==> src/rtl/erase_seq_pkg.sv <==
`timescale 1ns/1ps
package erase_seq_pkg;

  // Command bytes understood by the memory's command register
  localparam logic [7:0] CMD_PROG_SETUP = 8'h40;
  localparam logic [7:0] CMD_PROG_CHECK = 8'hC0;
  localparam logic [7:0] CMD_ERASE      = 8'h20;
  localparam logic [7:0] CMD_ERASE_CHK  = 8'hA0;
  localparam logic [7:0] CMD_RESET      = 8'hFF;

  localparam logic [7:0] BYTE_CLEARED   = 8'h00;
  localparam logic [7:0] BYTE_BLANK     = 8'hFF;

  typedef enum logic [3:0] {
    ST_IDLE,
    ST_PG_SETUP,
    ST_PG_DATA,
    ST_PG_WAIT,
    ST_PG_VCMD,
    ST_PG_READ,
    ST_PG_CHECK,
    ST_ER_SETUP,
    ST_ER_GO,
    ST_ER_WAIT,
    ST_EV_CMD,
    ST_EV_READ,
    ST_EV_CHECK,
    ST_RS_FIRST,
    ST_RS_SECOND
  } seq_state_t;

  typedef enum logic [2:0] {
    BP_IDLE,
    BP_SETUP,
    BP_STROBE,
    BP_HOLD,
    BP_READ
  } bus_phase_t;

endpackage

==> src/rtl/flash_bus_cycle.sv <==
`timescale 1ns/1ps
// Turns one request into a complete memory bus cycle with registered strobes.
module flash_bus_cycle
  import erase_seq_pkg::*;
#(
  parameter int ADDR_W     = 4,
  parameter int STROBE_CYC = 2,
  parameter int READ_CYC   = 2
) (
  input  logic              clk,
  input  logic              rst,
  input  logic              req,
  input  logic              req_rd,
  input  logic [ADDR_W-1:0] req_addr,
  input  logic [7:0]        req_data,
  input  logic [7:0]        rd_in,
  output logic              ack,
  output logic [7:0]        rdata_q,
  output logic              ce_n,
  output logic              oe_n,
  output logic              we_n,
  output logic [ADDR_W-1:0] addr_o,
  output logic [7:0]        data_o
);

  localparam int LONGEST = (STROBE_CYC > READ_CYC) ? STROBE_CYC : READ_CYC;
  localparam int CNT_W   = $clog2(LONGEST + 1);
  localparam logic [CNT_W-1:0] STROBE_LAST = CNT_W'(STROBE_CYC - 1);
  localparam logic [CNT_W-1:0] READ_LAST   = CNT_W'(READ_CYC - 1);

  bus_phase_t       phase;
  logic [CNT_W-1:0] cnt;

  always_ff @(posedge clk) begin
    if (rst) begin
      phase   <= BP_IDLE;
      ce_n    <= 1'b1;
      oe_n    <= 1'b1;
      we_n    <= 1'b1;
      addr_o  <= '0;
      data_o  <= '0;
      ack     <= 1'b0;
      rdata_q <= '0;
      cnt     <= '0;
    end else begin
      ack <= 1'b0;
      case (phase)
        BP_IDLE: begin
          // ack high means the requester has not yet moved past the last cycle
          if (req && !ack) begin
            addr_o <= req_addr;
            ce_n   <= 1'b0;
            if (req_rd) begin
              data_o <= '0;
              oe_n   <= 1'b0;
              cnt    <= READ_LAST;
              phase  <= BP_READ;
            end else begin
              data_o <= req_data;
              phase  <= BP_SETUP;
            end
          end
        end
        BP_SETUP: begin
          we_n  <= 1'b0;
          cnt   <= STROBE_LAST;
          phase <= BP_STROBE;
        end
        BP_STROBE: begin
          if (cnt == '0) begin
            we_n  <= 1'b1;
            phase <= BP_HOLD;
          end else begin
            cnt <= cnt - 1'b1;
          end
        end
        BP_HOLD: begin
          ce_n  <= 1'b1;
          ack   <= 1'b1;
          phase <= BP_IDLE;
        end
        BP_READ: begin
          if (cnt == '0) begin
            rdata_q <= rd_in;
            oe_n    <= 1'b1;
            ce_n    <= 1'b1;
            ack     <= 1'b1;
            phase   <= BP_IDLE;
          end else begin
            cnt <= cnt - 1'b1;
          end
        end
        default: phase <= BP_IDLE;
      endcase
    end
  end

endmodule

==> src/rtl/wait_timer.sv <==
`timescale 1ns/1ps
// Down-counter that reports zero after a load of WAIT_CYC.
module wait_timer #(
  parameter int WAIT_CYC = 8
) (
  input  logic clk,
  input  logic rst,
  input  logic load,
  output logic expired
);

  localparam int TW = $clog2(WAIT_CYC + 1);
  localparam logic [TW-1:0] RELOAD = TW'(WAIT_CYC);

  logic [TW-1:0] cnt;

  always_ff @(posedge clk) begin
    if (rst) begin
      cnt <= '0;
    end else if (load) begin
      cnt <= RELOAD;
    end else if (cnt != '0) begin
      cnt <= cnt - 1'b1;
    end
  end

  assign expired = (cnt == '0);

endmodule

==> src/rtl/erase_seq_ctrl.sv <==
`timescale 1ns/1ps
// Sequencing FSM: pre-program, erase, verify with resume, reset pair.
module erase_seq_ctrl
  import erase_seq_pkg::*;
#(
  parameter int ADDR_W    = 4,
  parameter int ERASE_MAX = 4,
  parameter int PROG_MAX  = 3
) (
  input  logic              clk,
  input  logic              rst,
  input  logic              start,
  input  logic              bus_ack,
  input  logic [7:0]        bus_rdata,
  input  logic              tmr_expired,
  output logic              bus_req,
  output logic              bus_rd,
  output logic [ADDR_W-1:0] bus_addr,
  output logic [7:0]        bus_data,
  output logic              tmr_load,
  output logic              done,
  output logic              fail
);

  localparam int DEPTH = 1 << ADDR_W;
  localparam logic [ADDR_W-1:0] LAST_ADDR = ADDR_W'(DEPTH - 1);
  localparam int EW = $clog2(ERASE_MAX + 1);
  localparam int PW = $clog2(PROG_MAX + 1);
  localparam logic [EW-1:0] ERASE_LIMIT = EW'(ERASE_MAX);
  localparam logic [PW-1:0] PROG_LIMIT  = PW'(PROG_MAX);

  seq_state_t        state;
  logic [ADDR_W-1:0] addr_q;
  logic [EW-1:0]     erases_q;
  logic [PW-1:0]     tries_q;
  logic              fail_pend;

  // Bus request decode: one bus operation per bus state
  always_comb begin
    bus_req  = 1'b1;
    bus_rd   = 1'b0;
    bus_addr = addr_q;
    bus_data = CMD_RESET;
    case (state)
      ST_PG_SETUP:  bus_data = CMD_PROG_SETUP;
      ST_PG_DATA:   bus_data = BYTE_CLEARED;
      ST_PG_VCMD:   bus_data = CMD_PROG_CHECK;
      ST_PG_READ:   bus_rd   = 1'b1;
      ST_ER_SETUP:  bus_data = CMD_ERASE;
      ST_ER_GO:     bus_data = CMD_ERASE;
      ST_EV_CMD:    bus_data = CMD_ERASE_CHK;
      ST_EV_READ:   bus_rd   = 1'b1;
      ST_RS_FIRST:  bus_data = CMD_RESET;
      ST_RS_SECOND: bus_data = CMD_RESET;
      default:      bus_req  = 1'b0;
    endcase
  end

  assign tmr_load = bus_ack && ((state == ST_PG_DATA) || (state == ST_ER_GO));

  always_ff @(posedge clk) begin
    if (rst) begin
      state     <= ST_IDLE;
      addr_q    <= '0;
      erases_q  <= '0;
      tries_q   <= '0;
      fail_pend <= 1'b0;
      done      <= 1'b0;
      fail      <= 1'b0;
    end else begin
      done <= 1'b0;
      fail <= 1'b0;
      case (state)
        ST_IDLE: begin
          if (start) begin
            addr_q    <= '0;
            erases_q  <= '0;
            tries_q   <= '0;
            fail_pend <= 1'b0;
            state     <= ST_PG_SETUP;
          end
        end
        ST_PG_SETUP: if (bus_ack) state <= ST_PG_DATA;
        ST_PG_DATA: begin
          if (bus_ack) begin
            tries_q <= tries_q + 1'b1;
            state   <= ST_PG_WAIT;
          end
        end
        ST_PG_WAIT:  if (tmr_expired) state <= ST_PG_VCMD;
        ST_PG_VCMD:  if (bus_ack) state <= ST_PG_READ;
        ST_PG_READ:  if (bus_ack) state <= ST_PG_CHECK;
        ST_PG_CHECK: begin
          if (bus_rdata == BYTE_CLEARED) begin
            tries_q <= '0;
            if (addr_q == LAST_ADDR) begin
              addr_q <= '0;
              state  <= ST_ER_SETUP;
            end else begin
              addr_q <= addr_q + 1'b1;
              state  <= ST_PG_SETUP;
            end
          end else if (tries_q >= PROG_LIMIT) begin
            fail_pend <= 1'b1;
            state     <= ST_RS_FIRST;
          end else begin
            state <= ST_PG_SETUP;
          end
        end
        ST_ER_SETUP: if (bus_ack) state <= ST_ER_GO;
        ST_ER_GO: begin
          if (bus_ack) begin
            erases_q <= erases_q + 1'b1;
            state    <= ST_ER_WAIT;
          end
        end
        ST_ER_WAIT:  if (tmr_expired) state <= ST_EV_CMD;
        ST_EV_CMD:   if (bus_ack) state <= ST_EV_READ;
        ST_EV_READ:  if (bus_ack) state <= ST_EV_CHECK;
        ST_EV_CHECK: begin
          if (bus_rdata == BYTE_BLANK) begin
            if (addr_q == LAST_ADDR) begin
              state <= ST_RS_FIRST;
            end else begin
              addr_q <= addr_q + 1'b1;
              state  <= ST_EV_CMD;
            end
          end else if (erases_q >= ERASE_LIMIT) begin
            fail_pend <= 1'b1;
            state     <= ST_RS_FIRST;
          end else begin
            // address kept: checking resumes at the failing byte
            state <= ST_ER_SETUP;
          end
        end
        ST_RS_FIRST: if (bus_ack) state <= ST_RS_SECOND;
        ST_RS_SECOND: begin
          if (bus_ack) begin
            done  <= !fail_pend;
            fail  <= fail_pend;
            state <= ST_IDLE;
          end
        end
        default: state <= ST_IDLE;
      endcase
    end
  end

endmodule

==> src/rtl/erase_algo_seq.sv <==
`timescale 1ns/1ps
module erase_algo_seq #(
  parameter int ADDR_W     = 4,
  parameter int WAIT_CYC   = 8,
  parameter int ERASE_MAX  = 4,
  parameter int PROG_MAX   = 3,
  parameter int STROBE_CYC = 2,
  parameter int READ_CYC   = 2
) (
  input  logic              clk,
  input  logic              rst,
  input  logic              start,
  input  logic [7:0]        mem_rdata,
  output logic              mem_ce_n,
  output logic              mem_oe_n,
  output logic              mem_we_n,
  output logic [ADDR_W-1:0] mem_addr,
  output logic [7:0]        mem_wdata,
  output logic              done,
  output logic              fail
);

  logic              bus_req;
  logic              bus_rd;
  logic [ADDR_W-1:0] bus_addr;
  logic [7:0]        bus_data;
  logic              bus_ack;
  logic [7:0]        bus_rdata;
  logic              tmr_load;
  logic              tmr_expired;

  erase_seq_ctrl #(
    .ADDR_W    (ADDR_W),
    .ERASE_MAX (ERASE_MAX),
    .PROG_MAX  (PROG_MAX)
  ) u_ctrl (
    .clk         (clk),
    .rst         (rst),
    .start       (start),
    .bus_ack     (bus_ack),
    .bus_rdata   (bus_rdata),
    .tmr_expired (tmr_expired),
    .bus_req     (bus_req),
    .bus_rd      (bus_rd),
    .bus_addr    (bus_addr),
    .bus_data    (bus_data),
    .tmr_load    (tmr_load),
    .done        (done),
    .fail        (fail)
  );

  flash_bus_cycle #(
    .ADDR_W     (ADDR_W),
    .STROBE_CYC (STROBE_CYC),
    .READ_CYC   (READ_CYC)
  ) u_bus (
    .clk      (clk),
    .rst      (rst),
    .req      (bus_req),
    .req_rd   (bus_rd),
    .req_addr (bus_addr),
    .req_data (bus_data),
    .rd_in    (mem_rdata),
    .ack      (bus_ack),
    .rdata_q  (bus_rdata),
    .ce_n     (mem_ce_n),
    .oe_n     (mem_oe_n),
    .we_n     (mem_we_n),
    .addr_o   (mem_addr),
    .data_o   (mem_wdata)
  );

  wait_timer #(
    .WAIT_CYC (WAIT_CYC)
  ) u_tmr (
    .clk     (clk),
    .rst     (rst),
    .load    (tmr_load),
    .expired (tmr_expired)
  );

endmodule

==> config.mk <==
export PLATFORM = sky130hd
export DESIGN_NAME = erase_algo_seq
export DESIGN_NICKNAME = d
export VERILOG_FILES = /design/src/rtl/erase_seq_pkg.sv /design/src/rtl/flash_bus_cycle.sv /design/src/rtl/wait_timer.sv /design/src/rtl/erase_seq_ctrl.sv /design/src/rtl/erase_algo_seq.sv
export SDC_FILE = /design/constraint.sdc
export NUM_CORES = 1
export LEC_CHECK = 0
export ABC_AREA = 1
export BUFFER_PORTS_ARGS = -buffer_cell sky130_fd_sc_hd__buf_2
export CAP_MARGIN = 15
export CORE_MARGIN = 2
export CORE_UTILIZATION = 45
export CTS_BUF_LIST = sky130_fd_sc_hd__clkbuf_2 sky130_fd_sc_hd__clkbuf_4 sky130_fd_sc_hd__clkbuf_8
export CTS_CLUSTER_SIZE = 28
export DETAILED_ROUTE_END_ITERATION = 10
export MAX_ROUTING_LAYER = met4
export PLACE_DENSITY_LB_ADDON = 0.08
export SYNTH_ARGS = -nofsm -noshare
export SYNTH_HDL_FRONTEND = slang
export SYNTH_HIERARCHICAL = 1
export SYNTH_SLANG_ARGS = --single-unit
==> constraint.sdc <==
create_clock -name clk -period 2.6 [get_ports clk]
set_clock_uncertainty 0.1 [all_clocks]
set_input_delay 0.52 -clock clk [delete_from_list [all_inputs] [get_ports clk]]
set_output_delay 0.52 -clock clk [all_outputs]
set_load 0.05 [all_outputs]
* Word level (Yosys, flattened, before mapping)
Cells that the tools add are included.
W data, S select, Z words.
** Cells by class
- Add/subtract/negate cells :: 5
- Order comparisons :: 2
- Equality and inequality tests :: 45
- Multiplexer cells :: 63
- Bitwise gates (word level) :: 2
- Reductions and logical operators :: 37
** Operators by type and width (count)
- $mux W4 :: 24
- $pmux W4 S15 :: 1
- $pmux W8 S5 :: 1
- $ne A2 B1 Y1 const B :: 17
- $eq A4 B4 Y1 const B :: 8
- $mux W3 :: 8
- $eq A4 B3 Y1 const B :: 4
- $ne A2 B2 Y1 const B :: 8
- $reduce_and A13 Y1 :: 1
- $mux W1 :: 12
- $mux W2 :: 6
- $pmux W2 S3 :: 2
- $pmux W3 S4 :: 1
- $pmux W4 S3 :: 1
- $reduce_and A4 Y1 :: 3
- $reduce_bool A3 Y1 :: 4
- $reduce_or A10 Y1 :: 1
- $reduce_and A3 Y1 :: 3
- $eq A4 B2 Y1 const B :: 2
- $eq A8 B8 Y1 const B :: 1
- $logic_not A4 Y1 :: 2
- $logic_not A8 Y1 :: 1
- $mux W8 :: 1
- $reduce_bool A2 Y1 :: 4
- other kinds (26) :: 38
** Word-level totals
- Flip-flop bits (word level) :: 49
- Output and inout bits :: 17
- Word-level logic and storage cells :: 172

* Logic depth before layout (Yosys ltp)
Gate-level depths: netlist of the first run.
- Depth in word-level cells :: 6
- Mapped depth :: 13
- Depth with buffers taken out :: 11

* Hierarchy
Netlist of the first run, hierarchy kept.
** Modules (own cells, without submodules)
- erase_seq_ctrl :: instances 1, cells each 205, area an instance 1296.2 µm², sequential area each 320.3 µm²
- flash_bus_cycle :: instances 1, cells each 149, area an instance 1221.2 µm², sequential area each 580.6 µm²
- wait_timer :: instances 1, cells each 30, area an instance 216.5 µm², sequential area each 80.1 µm²

* Worst setup path before layout of the first run
OpenSTA, ideal clock, no wires.
- Kind :: flip-flop to flip-flop
- Start point :: reg u_ctrl.state[1]
- End point :: reg u_bus.data_o[2]
- Library setup time :: 0.136 ns
- Data arrival time :: 1.529 ns
- Path slack :: 0.835 ns
- Cell stages (with the launch flop) :: 14
- Buffers on the path :: 2
- Period minus slack after synthesis :: 1.765 ns
- Cells stage by stage :: dfxtp_1 > buf_4 > inv_1 > nand2_1 > nand2_1 > clkinv_1 > nand2_1 > and2_1 > nand2_1 > nor2_8 > inv_6 > buf_12 > nand2_2 > a21oi_2
** On the way
- Longest elaborated chain between the ends :: 5
** Ends and longest elaborated chain
- start: declaration :: line erase_seq_ctrl.sv:32 : seq_state_t state;
- start signal: assignment :: line erase_seq_ctrl.sv:63 : state <= ST_IDLE;
- start signal: assignment :: line erase_seq_ctrl.sv:80 : state <= ST_PG_SETUP;
- start signal: assignment :: line erase_seq_ctrl.sv:83 : ST_PG_SETUP: if (bus_ack) state <= ST_PG_DATA;
- $eq A4 B1 Y1 (tied with other cells) :: line erase_seq_ctrl.sv:44 : case (state)
- $reduce_or A10 Y1 (no source line) *
- $mux W1 * :: line erase_seq_ctrl.sv:44
- via bus_req :: line erase_algo_seq.sv:23 : logic bus_req;
- $logic_and A1 B1 Y1 * :: line flash_bus_cycle.sv:50 : if (req && !ack) begin
- $reduce_and A2 Y1 (no source line) *
- end signal: assignment :: line flash_bus_cycle.sv:59 : data_o <= req_data;
- end: declaration :: line flash_bus_cycle.sv:23 : output logic [7:0] data_o
The timed path passes the listed nets; every way through them passes the cells marked *.
A chain may end at the register's enable or synchronous reset.

* Worst setup path in the final report of the first run
- Start point :: reg u_ctrl.state[0]
- End point :: reg u_bus.cnt[0]
** On the way
- Longest elaborated chain between the ends :: 6
** Ends and longest elaborated chain
- $eq A4 B1 Y1 (tied with other cells) :: line erase_seq_ctrl.sv:44
- $reduce_or A10 Y1 (no source line) *
- $mux W1 * :: line erase_seq_ctrl.sv:44
- via bus_req :: line erase_algo_seq.sv:23
- $logic_and A1 B1 Y1 * :: line flash_bus_cycle.sv:50
- $ne A2 B1 Y1 (no source line) *
- $reduce_and A4 Y1 (no source line) *
- end signal: assignment :: line flash_bus_cycle.sv:74 : cnt <= cnt - 1'b1;
- end signal: assignment :: line flash_bus_cycle.sv:90 : cnt <= cnt - 1'b1;
- end: declaration :: line flash_bus_cycle.sv:32 : logic [CNT_W-1:0] cnt;
Marks and branches as above.

==> flow_metrics.tcl, run 1 <==
set metrics [dict create \
    run_status "finished, final reports clean" \
    port_buffers 27 \
    min_from "u_ctrl/fail_pend" \
    min_period_over_period_pct 78.20 \
    tightest_slew_ns 0.4457 \
    yosysMostFrequentCell "nand2_1" \
    via_count 2411 \
    synth_seq_area_share_pct 35.88 \
    finalPower_uw 3592 \
    cts_tree "built" \
    first_global_vias 2210 \
    cts_resized 0 \
    seqCellArea_um2 980.9 \
    r2r-start "u_ctrl/state[0]" \
    nets 424 \
    num-fill-cells 606 \
    clock_sink_count 49 \
    netlist_top_cells_count "nand2_1 (93), dfxtp_1 (49), inv_1 (37), a21oi_1 (34), nand3_1 (31)" \
    setup_tns_ns 0 \
    placed_cells 475 \
    ys_seq_elements 49 \
    async_flop_share_pct 0 \
    die_area_mm2 0.006715 \
    hold_path_depth 1 \
    path_class "reg2reg" \
    dp_hpwl_um 4382 \
    antenna_found_initial 0 \
    end_kind "flop" \
    netlist_area_mm2 0.002734 \
    instances_no_fill 483 \
    drive_gt1_share_pct 21.08 \
    path_clk_slew_ns 0.09 \
    final_max_slew_viol_count 0 \
    critPathMaxFanout 9 \
    grt_pass1_wl_um 9929 \
    antenna_left 0 \
    wire_per_inst_um 11.78 \
    final_hold_viol_count 0 \
    multi_input_area_mm2 0.001468 \
    start_kind "flop" \
    fp.dieH_um 81.95 \
    final-setup-viol-count 0 \
    yosysWarnings 6 \
    chipWidth_um 81.95 \
    synth_edf_count 0 \
    wl_um 5688 \
    core_mm2 0.005886 \
    start_util_pct 46.45 \
    cp.arrival_ns 2.13 \
    syn-instance-count 384 \
    worstPathRequired_ns 2.70 \
    syn_nets 401 \
    drv_cap 0 \
    synth_cell_type_count 41 \
    r2r_cells 10 \
    slew_headroom_pct 70.29 \
    synth_top_area_share_pct 35.88 \
    clkLatencyLatePin_ns 0.30 \
    cts_buffer_depth 2 \
    ir_worst_vdd_mv 0.5186 \
    drc 0 \
    hold_path_end "u_ctrl/done" \
    fmax_mhz 491.8 \
    syn_avg_cell_area_um2 7.119 \
    cts_buffers 5 \
    clockRootBuffer "clkbuf_8" \
    via_per_inst 4.992 \
    drtPass1Iterations 6 \
    area_delta_synth_final_pct 9.977 \
    grt_max_degree 21 \
    htree_levels 2 \
    hold_path.class "reg2reg" \
    synth_top_area_cell "dfxtp_1" \
    min_period_ns 2.033 \
    cts_hold_buffers 0 \
    pwr_density_cell_mw_per_mm2 1195 \
    place_congestion 0.8896 \
    first_iter_violations 115 \
    rsz0062_at_grt "no" \
    leakage_uw 0.001328 \
    overflow 0 \
    diodes 0 \
    io_pins 28 \
    r2r_end "u_bus/cnt[0]" \
    grtUsageTotal_pct 19.35 \
    synth_flop_cell "dfxtp_1" \
    num_rows 28 \
    reg2reg_slack_ns 0.57 \
    synthTopCellsByArea "dfxtp_1 (36%), nand2_1 (13%), a21oi_1 (6.2%)" \
    cts_setup_buffers 0 \
]
## per-stage QoR
| stage | hold slack (ns) | worst slack (ns) | cell area (um^2) | util (%) |
|---|---|---|---|---|
| floorplan | 0.2976 | 0.8346 | 2734 | - |
| global placement | 0.3178 | 0.6191 | 2887 | 49.04 |
| detailed placement | 0.3162 | 0.5628 | 2887 | 49.04 |
| CTS | 0.3294 | 0.5526 | 3007 | 51.08 |
| global route | 0.3473 | 0.2489 | 3007 | 51.08 |
| finish | 0.3256 | 0.5667 | 3007 | 51.08 |
## layer usage
layer	vias up	routed length (um)	GRT usage (%)
met3	2	264	4.066
met1	1082	2755	24.41
met4	0	26	4.500
li1	1283	-	-
met5	-	0	-
met2	44	2640	31.79
## layout make-up
cell class | count | share of cell area [%]
clock inverters | 2 | 1.248
inverters | 49 | 6.284
well taps | 75 | 3.121
repair buffers | 28 | 5.160
flip-flops and latches | 49 | 32.63
clock buffers | 6 | 2.747
multi-input cells | 274 | 48.81
## cell families (layout without fill, tap and decap cells)
| logic type | count (synthesis) | in the layout | share of synthesized area [%] |
|---|---|---|---|
| AO/OA/AOI/OAI | 67 | 67 | 13.78 |
| flip-flops | 49 | 49 | 35.88 |
| AND/OR/NAND/NOR | 197 | 197 | 35.88 |
| XOR/XNOR | 4 | 4 | 1.282 |
| buffers and inverters | 61 | 85 | 10.43 |
| adder cells (fa/ha/maj) | 6 | 6 | 2.746 |
## cell usage in the layout, fill, tap and decap left out, types with 2 or more instances in the layout
cell type  count
xnor2_1        3
nor3_1         2
dfxtp_1       49
nand2_1       93
nand2_2       13
o21ai_1        8
nand4_1        4
nand2_4        3
clkbuf_8       6
nand3b_1       2
a21oi_2        7
inv_1         37
nor2_1        30
o211ai_1       2
nor4_1         2
nor2_2         3
nand3_1       31
o21ai_0       12
a21oi_1       34
nor3_4         2
ha_1           6
buf_2         27
nor2_4         5
inv_2         10
## critical path, cell delays in order, from the launching register on
cell and delay (ns):
dfxtp_1 0.54, inv_2 0.09, nand2_2 0.16, nand2_1 0.09
nand2_1 0.08, and2_1 0.12, nand2_1 0.19, o21bai_1 0.34
nand3_1 0.12, nand2_1 0.07, nor2_1 0.04
## worst max path at each step
stage | from | to
after global placement | u_ctrl/state[2] | u_bus/data_o[2]
after detailed placement | u_ctrl/state[2] | u_bus/cnt[0]
after global routing | u_ctrl/state[2] | u_bus/cnt[0]
final | u_ctrl/state[0] | u_bus/cnt[0]
after floorplan | u_ctrl/state[1] | u_bus/data_o[2]
after CTS | u_ctrl/state[2] | u_bus/cnt[0]
## sequential cells by signal (all words and copies together), names as in the netlist, 2 cells and up
name	flops
u_ctrl/state	4
u_ctrl/tries_q	2
u_ctrl/bus_addr	4
u_ctrl/erases_q	3
u_bus/data_o	8
u_bus/rdata_q	8
u_bus/cnt	2
u_bus/addr_o	4
u_bus/phase	3
u_tmr/cnt	4
## power by group
part / leakage, uW / internal, uW / switching [uW]
combinational: 0.000870 / 577 / 1310
sequential: 0.000400 / 959 / 172
clock: 0.0000574 / 313 / 259
No activity file was read; power rests on OpenSTA's default activity.
==> run 2: changes to the inputs <==
==> constraint.sdc (replaced) <==
create_clock -name clk -period 2 [get_ports clk]
set_clock_uncertainty 0.1 [all_clocks]
set_input_delay 0.4 -clock clk [delete_from_list [all_inputs] [get_ports clk]]
set_output_delay 0.4 -clock clk [all_outputs]
set_load 0.05 [all_outputs]
==> flow_metrics.tcl, run 2 (same netlist as run 1, synthesis figures left out) <==
set metrics [dict create \
    final_max_slew_viol_count 0 \
    antenna_found_initial 0 \
    drive_gt1_share_pct 23.74 \
    drtPass1Iterations 4 \
    leakage_uw 0.001370 \
    cts_tree "built" \
    cts_buffer_depth 2 \
    start_util_pct 46.45 \
    layout_commonest_cell "nand2_1" \
    crit_top_cell "inv_1" \
    cp_slowest_stage_delay_ns 0.38 \
    drc 0 \
    wire_per_inst_um 11.97 \
    die_area_mm2 0.006715 \
    fp.dieH_um 81.95 \
    cp.arrival_ns 1.99 \
    via_per_inst 4.994 \
    crit_slowest_cell "dfxtp_1" \
    setup_tns_ns 0 \
    end_kind "flop" \
    clkLatencyLatePin_ns 0.31 \
    reg_top3 "u_bus/data_o (8), u_bus/rdata_q (8)" \
    diodes 0 \
    first_global_vias 2255 \
    io_pins 28 \
    via_count 2457 \
    htree_levels 2 \
    first_iter_violations 130 \
    tightest_slew_ns 0.4790 \
    finalPower_uw 4802 \
    area_delta_synth_final_pct 12.54 \
    core_mm2 0.005886 \
    overflow 0 \
    worstPathRequired_ns 2.10 \
    final_cell_mix "nand2_1 (92), dfxtp_1 (48), inv_1 (37)" \
    antenna_left 0 \
    chipWidth_um 81.95 \
    final_hold_viol_count 0 \
    path_cells "buf_4 > nor2_2 > inv_1 > nor2_2 > inv_1 > a21oi_1 > inv_1 > nand2_1 > a21oi_1 > o21a_1" \
    fmax_mhz 530.1 \
    final-setup-viol-count 0 \
    grtUsageTotal_pct 19.64 \
    dp_hpwl_um 4463 \
    nets 433 \
    drv_cap 0 \
    min_period_over_period_pct 94.32 \
    min_period_ns 1.886 \
    ir_worst_vdd_mv 0.7306 \
    grt_pass1_wl_um 10070 \
    path_class "reg2reg" \
    clock_sink_count 49 \
    slew_headroom_pct 67.96 \
    num_rows 28 \
    place_congestion 0.8801 \
    clockRootBuffer "clkbuf_8" \
    start_kind "flop" \
    path_clk_slew_ns 0.09 \
    pwr_density_cell_mw_per_mm2 1561 \
    run_status "finished, final reports clean" \
    critPathMaxFanout 5 \
    wl_um 5890 \
    hold_path.class "in2reg" \
    grt_max_degree 24 \
    port_buffers 27 \
    cts_buffers 5 \
]
[run 2: cell types whose count changed in the layout (fill, tap and decap cells not counted), sizes merged]
cell,previous run,this run
buf,28,37
[run 2: report_power, final]
group          internal, uW  switching (uW)
Sequential             1250             198
Combinational           831            1780
Clock                   407             341
[run 2: final cells by class]
cell class	count	area, um^2
fillers	600	2809
multi-input cells	274	1481
flip-flops and latches	49	982.2
repair buffers	37	210.2
inverters	49	188.9
well taps	75	93.84
clock buffers	6	82.58
clock inverters	2	37.54
[run 2: worst max-delay path, delay by kind of cell (launching register included)]
| family | cells | cell delay (ns) |
|---|---|---|
| AOI/OAI and AO/OA | 3 | 0.28 |
| DFF | 1 | 0.38 |
| and+or+nand+nor | 3 | 0.57 |
| buffers and inverters | 4 | 0.45 |
[run 2: repair_timing]
item,in CTS,in global routing
setup endpoints to repair,0,12
hold buffers,0,0
gates resized for setup,0,5
buffers inserted,0,1
[run 2: stage by stage]
| step | hold slack (ns) | utilization (%) | std cells | cell area (um^2) | setup WS, ns |
|---|---|---|---|---|---|
| 6_report | 0.2508 | 52.27 | 492 | 3077 | 0.1136 |
| 3_3_place_gp | 0.3193 | 49.85 | 483 | 2934 | 0.1489 |
| 5_1_grt | 0.2632 | 52.27 | 492 | 3077 | -0.01337 |
| 2_1_floorplan | 0.2976 | - | 384 | 2734 | 0.2346 |
| 3_5_place_dp | 0.3217 | 49.85 | 483 | 2934 | 0.07744 |
| 4_1_cts | 0.2443 | 51.89 | 491 | 3054 | 0.06189 |
[run 2: path summary, 6_finish.rpt]
kind / start / end / cells after the start / slack, ns
max: u_ctrl/state[2] / u_tmr/cnt[1] / 10 / 0.11
max reg2reg: u_ctrl/state[2] / u_tmr/cnt[1] / 10 / 0.11
min: mem_rdata[3] / u_bus/rdata_q[3] / 3 / 0.25
min reg2reg: u_ctrl/fail_pend / u_ctrl/done / 1 / 0.34
[run 2: layer usage]
metal / vias to the layer above / wire [um] / GRT usage [%]
li1: 1295 / - / -
met1: 1113 / 2831 / 24.46
met4: 0 / 82 / 6.000
met5: - / 0 / -
met3: 9 / 197 / 3.297
met2: 40 / 2778 / 32.52
